File: config.mk
export PLATFORM = sky130hd
export DESIGN_NAME = pixsel_top
export DESIGN_NICKNAME = d
export VERILOG_FILES = /design/src/rtl/pixsel_pkg.sv /design/src/rtl/pixsel_delay.sv /design/src/rtl/pixsel_fifo.sv /design/src/rtl/pixsel_top.sv
export SDC_FILE = /design/constraint.sdc
export NUM_CORES = 1
export LEC_CHECK = 0
export ABC_AREA = 1
export BUFFER_PORTS_ARGS = -buffer_cell sky130_fd_sc_hd__clkbuf_2
export CAP_MARGIN = 25
export CORE_ASPECT_RATIO = 1.2
export CORE_MARGIN = 1
export CORE_UTILIZATION = 55
export CTS_BUF_LIST = sky130_fd_sc_hd__clkbuf_4
export CTS_CLUSTER_SIZE = 16
export DETAILED_ROUTE_END_ITERATION = 6
export HOLD_SLACK_MARGIN = 0.12
export PLACE_DENSITY = 0.85
export SYNTH_ARGS = -nofsm -noshare
export SYNTH_HDL_FRONTEND = slang
export SYNTH_SLANG_ARGS = --single-unit
File: constraint.sdc
create_clock -name clk -period 1.7 [get_ports clk]
set_input_delay 0.255 -clock clk [delete_from_list [all_inputs] [get_ports clk]]
set_output_delay 0.255 -clock clk [all_outputs]
set_load 0.02 [all_outputs]
File: src/rtl/pixsel_pkg.sv
package pixsel_pkg;

    localparam int          CH_W       = 8;
    localparam int          PIX_W      = 32;
    localparam logic [7:0]  DIRECT_TAG = 8'h03;

    typedef struct packed {
        logic [CH_W-1:0] r;
        logic [CH_W-1:0] g;
        logic [CH_W-1:0] b;
    } rgb_t;

    // Per-pixel state carried alongside the palette lookup
    typedef struct packed {
        logic use_direct;
        logic bgr;
        logic last;
        rgb_t direct;
    } lane_t;

    typedef struct packed {
        logic             last;
        logic [PIX_W-1:0] pixel;
    } outw_t;

    function automatic logic [PIX_W-1:0] pack_pixel(rgb_t c, logic bgr);
        return bgr ? {8'h00, c.b, c.g, c.r} : {8'h00, c.r, c.g, c.b};
    endfunction

    function automatic logic is_direct(logic [PIX_W-1:0] ctrl);
        return ctrl[PIX_W-1 -: 8] == DIRECT_TAG;
    endfunction

endpackage

File: src/rtl/pixsel_delay.sv
module pixsel_delay #(
    parameter int STAGES = 2,
    parameter int W      = 8
) (
    input  logic         clk,
    input  logic         rst,
    input  logic         in_valid,
    input  logic [W-1:0] in_data,
    output logic         out_valid,
    output logic [W-1:0] out_data
);
    logic [STAGES-1:0] vld_q;
    logic [W-1:0]      data_q [STAGES];

    always_ff @(posedge clk) begin
        if (rst) begin
            vld_q <= '0;
        end else begin
            for (int k = STAGES - 1; k > 0; k--) begin
                vld_q[k] <= vld_q[k-1];
            end
            vld_q[0] <= in_valid;
        end
    end

    always_ff @(posedge clk) begin
        for (int k = STAGES - 1; k > 0; k--) begin
            data_q[k] <= data_q[k-1];
        end
        data_q[0] <= in_data;
    end

    assign out_valid = vld_q[STAGES-1];
    assign out_data  = data_q[STAGES-1];
endmodule

File: src/rtl/pixsel_fifo.sv
module pixsel_fifo #(
    parameter int DEPTH = 4,
    parameter int W     = 8
) (
    input  logic         clk,
    input  logic         rst,
    input  logic         push,
    input  logic [W-1:0] wdata,
    input  logic         pop,
    output logic         nonempty,
    output logic [W-1:0] rdata
);
    localparam int AW = (DEPTH > 1) ? $clog2(DEPTH) : 1;
    localparam int CW = $clog2(DEPTH + 1);

    logic [W-1:0]  mem [DEPTH];
    logic [AW-1:0] wr_ptr, rd_ptr;
    logic [CW-1:0] count;

    function automatic logic [AW-1:0] bump(logic [AW-1:0] p);
        return (p == AW'(DEPTH - 1)) ? '0 : p + AW'(1);
    endfunction

    always_ff @(posedge clk) begin
        if (rst) begin
            wr_ptr <= '0;
            rd_ptr <= '0;
            count  <= '0;
        end else begin
            if (push) wr_ptr <= bump(wr_ptr);
            if (pop)  rd_ptr <= bump(rd_ptr);
            if (push && !pop)      count <= count + CW'(1);
            else if (pop && !push) count <= count - CW'(1);
        end
    end

    always_ff @(posedge clk) begin
        if (push) mem[wr_ptr] <= wdata;
    end

    assign nonempty = (count != '0);
    assign rdata    = mem[rd_ptr];
endmodule

File: src/rtl/pixsel_top.sv
module pixsel_top
    import pixsel_pkg::*;
#(
    parameter int PAL_LAT = 2,
    parameter int IDX_W   = 8
) (
    input  logic             clk,
    input  logic             rst,
    input  logic             cfg_bgr,
    input  logic             in_valid,
    output logic             in_ready,
    input  logic [IDX_W-1:0] in_index,
    input  logic [31:0]      in_direct,
    input  logic [31:0]      in_ctrl,
    input  logic             in_last,
    output logic             pal_rd_en,
    output logic [IDX_W-1:0] pal_rd_addr,
    input  logic [23:0]      pal_rd_data,
    output logic             out_valid,
    input  logic             out_ready,
    output logic [31:0]      out_pixel,
    output logic             out_last
);
    localparam int DEPTH  = PAL_LAT + 2;
    localparam int CNT_W  = $clog2(DEPTH + 1);
    localparam int LANE_W = $bits(lane_t);
    localparam int OUT_W  = $bits(outw_t);

    logic             accept, deliver;
    logic [CNT_W-1:0] pending;
    lane_t            lane_in, lane_out;
    logic [LANE_W-1:0] lane_out_bits;
    logic             lane_out_vld;
    rgb_t             chosen;
    outw_t            fifo_in, fifo_out;
    logic [OUT_W-1:0] fifo_out_bits;
    logic             unused_bits;

    assign unused_bits = ^{in_ctrl[23:0], in_direct[31:24]};

    // Credit rule: never admit more pixels than the output queue can hold
    assign in_ready = (pending < CNT_W'(DEPTH));
    assign accept   = in_valid && in_ready;
    assign deliver  = out_valid && out_ready;

    always_ff @(posedge clk) begin
        if (rst) begin
            pending <= '0;
        end else if (accept && !deliver) begin
            pending <= pending + CNT_W'(1);
        end else if (deliver && !accept) begin
            pending <= pending - CNT_W'(1);
        end
    end

    assign pal_rd_en   = accept;
    assign pal_rd_addr = in_index;

    always_comb begin
        lane_in.use_direct = is_direct(in_ctrl);
        lane_in.bgr        = cfg_bgr;
        lane_in.last       = in_last;
        lane_in.direct     = rgb_t'(in_direct[23:0]);
    end

    pixsel_delay #(
        .STAGES (PAL_LAT),
        .W      (LANE_W)
    ) u_align (
        .clk       (clk),
        .rst       (rst),
        .in_valid  (accept),
        .in_data   (lane_in),
        .out_valid (lane_out_vld),
        .out_data  (lane_out_bits)
    );

    assign lane_out = lane_t'(lane_out_bits);

    always_comb begin
        chosen        = lane_out.use_direct ? lane_out.direct : rgb_t'(pal_rd_data);
        fifo_in.last  = lane_out.last;
        fifo_in.pixel = pack_pixel(chosen, lane_out.bgr);
    end

    pixsel_fifo #(
        .DEPTH (DEPTH),
        .W     (OUT_W)
    ) u_outq (
        .clk      (clk),
        .rst      (rst),
        .push     (lane_out_vld),
        .wdata    (fifo_in),
        .pop      (deliver),
        .nonempty (out_valid),
        .rdata    (fifo_out_bits)
    );

    assign fifo_out  = outw_t'(fifo_out_bits);
    assign out_pixel = fifo_out.pixel;
    assign out_last  = fifo_out.last;
endmodule

==> impl_metrics.ini <==
[outcome]
status = finished, violations left
violations = negative setup slack

[sta]
setup_violations = 25
tns_ns = -6.57
finalClockSkew_ns = 0.0296
max_freq_ghz = 0.455
rsz0062_at_grt = true
hold_violations = 0
worst_slew_pin_slew_ns = 0.546
min_period_ns = 2.20
slew_violations = 0
timing.final.ws_setup_ns = -0.500
finalCritPeriodShare = 1.29
relSlewSlack = 0.626

[synthesis]
synthCells = 488
ys_warn_count = 0
synth_seq_cells = 168
yosysUniqueCellTypes = 27
synth_area_um2 = 6250
ys_seq_area_frac = 0.698
synth_area_per_cell_um2 = 12.8

[worst_setup_path]
path_max_fanout = 7
reg2reg_from = u_outq.count[0]
path_class = reg -> out
r2r_cells = 11
arrival_ns = 1.94
crit_path_end_kind = output pin
critPathMaxStageDelay_ns = 0.40
r2r_slack_ns = 0.06
critPathTopFamily = buffers and inverters
r2r_end = u_outq.count[2]
crit_buf_inv = 3
slowest_stage = dfxtp_4
required_ns = 1.44
critical_path.startpoint_type = register
path_cells = buf_6 -> clkbuf_16 -> nor2_1 -> o22ai_2 -> buf_4

[hold_path]
hold_start = pal_rd_data[4]
holdPathStages = 3
hold_path.class = in -> reg
whs_endpoint = u_outq.mem[3][4]

[clock_tree]
cts_tree = done
cts-root-buf = clkbuf_4
cts_buffer_depth = 2
htree_num_levels = 4
clk_latency_ns = 0.57
clock_sinks = 168
clk_pin_slew_ns = 0.16
cts_buffers = 17

[power_and_ir_drop]
sw_frac_of_total = 0.376
power_density_nw_per_um2 = 1460
power_w = 0.0122
vdd_drop_max_uv = 999
p_seq_frac = 0.388
p_leak_nw = 3.34
power_switching_w = 0.00457
combinationalPowerShare = 0.419
power.internal_w = 0.00758
clkPwrFrac = 0.193

[global_routing]
grt_pass1_vias = 4177
grt-ovfl-total = 0
grt_max_degree = 41
grt_pass1_wl_um = 19400
antenna_found_initial = 1
track_usage = 0.219

[placed_design]
place_area_um2 = 6810
dp_hpwl_um = 7630
dpl.cell_count = 699
port_buffers = 89
gp_congestion = 0.731
post-place-ws_ns = -0.0791

[routing]
drt_iter0_markers = 377
routed_via_density = 5.64
firstDrtPassIters = 5
drt-total-wl_um = 15600
num_vias = 4468
wire_per_inst_um = 19.6
drc = 0
antenna_left = 0

[die]
fp-row-count = 42
core_um2 = 11000
die_area_um2 = 11800
die_y_um = 119
pin_count = 146
die_w_um = 99.3
start_util = 0.566

[layout]
area_delta_synth_final_pct = 32.8
fill_cells = 630
final_common_cell = edfxtp_1
layout.cells.non_filler = 792
design_area_um2 = 8300
finalNetCount = 757
layout_common_cells = edfxtp_1, dfxtp_1, clkbuf_2
drive_above_1_share = 0.401

[run]
drv_cap = 0
## through the flow
step / hold WS (ns) / util
6_report: 0.259 / 0.752
3_3_place_gp: 0.310 / 0.617
5_1_grt: 0.244 / 0.752
4_1_cts: 0.254 / 0.697
3_5_place_dp: 0.312 / 0.617
2_1_floorplan: 0.283 / -
## state kept, by name, indices dropped and copies added, names as in the netlist, named ones only
signal / cells
u_align.vld_q: 2
u_outq.mem: 100
u_outq.wr_ptr: 2
u_align.data_q: 54
u_outq.rd_ptr: 2
u_outq.count: 3
pending: 3
## cell families after synthesis
family | share of synthesized area
DFF | 0.698
adders and majority gates | 0.0204
muxes | 0.0400
and+or+nand+nor | 0.0687
buffers and inverters | 0.0705
other | 0.000600
xor gates and xnor gates | 0.00140
AOI/OAI and AO/OA | 0.100
## worst min-delay path, stage by stage
cell and delay [ns]:
clkbuf_2 0.08, o21ai_1 0.15, mux2i_1 0.16
## power groups by stage
| stage | combinational (W) | clock (W) | sequential, W |
|---|---|---|---|
| floorplan | 0.00222 | 0 | 0.00474 |
| global placement | 0.00298 | 0 | 0.00476 |
| detailed placement | 0.00312 | 0 | 0.00478 |
| CTS | 0.00361 | 0.00229 | 0.00472 |
| global route | 0.00533 | 0.00254 | 0.00474 |
| finish | 0.00509 | 0.00234 | 0.00472 |
## per-layer routing
| layer | vias to the layer above | GRT usage | routed length [um] | part of all wire |
|---|---|---|---|---|
| met5 | - | 0 | 0 | 0 |
| met4 | 0 | 0.106 | 814 | 0.052 |
| met3 | 61 | 0.0550 | 1160 | 0.074 |
| met2 | 274 | 0.395 | 8230 | 0.53 |
| met1 | 2143 | 0.238 | 5340 | 0.34 |
| li1 | 1990 | - | - | - |
## how the worst max path moves through the flow
stage	from	endpoint	slack, ns	depth (start not counted)
global route	register	out_pixel[23]	-0.54	5
CTS	register	out_pixel[8]	-0.31	4
finish	register	out_pixel[23]	-0.50	5
floorplan	u_outq.count[0]	u_outq.count[2]	0.03	12
global placement	u_outq.count[1]	u_outq.count[2]	0.07	12
detailed placement	u_outq.count[1]	u_outq.count[2]	-0.08	12
## layout make-up
cell class / count / area [um2] / area share
repair buffers: 167 / 1480 / 0.178
clock buffers: 17 / 128 / 0.0154
flip-flops and latches: 168 / 4370 / 0.527
multi-input cells: 251 / 1780 / 0.215
well taps: 132 / 165 / 0.0199
repair inverters: 3 / 41.3 / 0.00497
inverters: 38 / 160 / 0.0193
clock inverters: 15 / 171 / 0.0206
diodes: 1 / 2.50 / 0.000301
## cells in the mapped netlist
cell type  count  area (um2)
inv_1         36         135
edfxtp_1     100        3000
xnor2_1        1        8.76
a21oi_1        4        20.0
inv_4          1        6.26
mux2i_1       16         160
o22ai_1       15        93.8
buf_6          6        67.6
buf_4         27         203
dfxtp_1       68        1360
o21ai_0       20         100
nand2_1       35         131
fa_1           2        40.0
ha_1           7        87.6
nand4_1        2        12.5
nor4_1         1        6.26
inv_2          1        3.75
buf_2          5        25.0
conb_1         1        3.75
nor2_1        67         251
o21ai_1       40         200
o22ai_2       10         125
nand3_1        2        10.0
mux2_2         8        90.1
nor3_1         2        10.0
nand3b_1       1        7.51
o21ai_2       10        87.6
## repair_timing
item,in CTS,in global routing
buffers inserted,5,7
hold endpoints to repair,65,0
cloned,0,9
pin swaps,2,37
hold buffers,39,0
setup endpoints to repair,27,29
gates resized for setup,47,119
(Power assumes the default switching activity.)
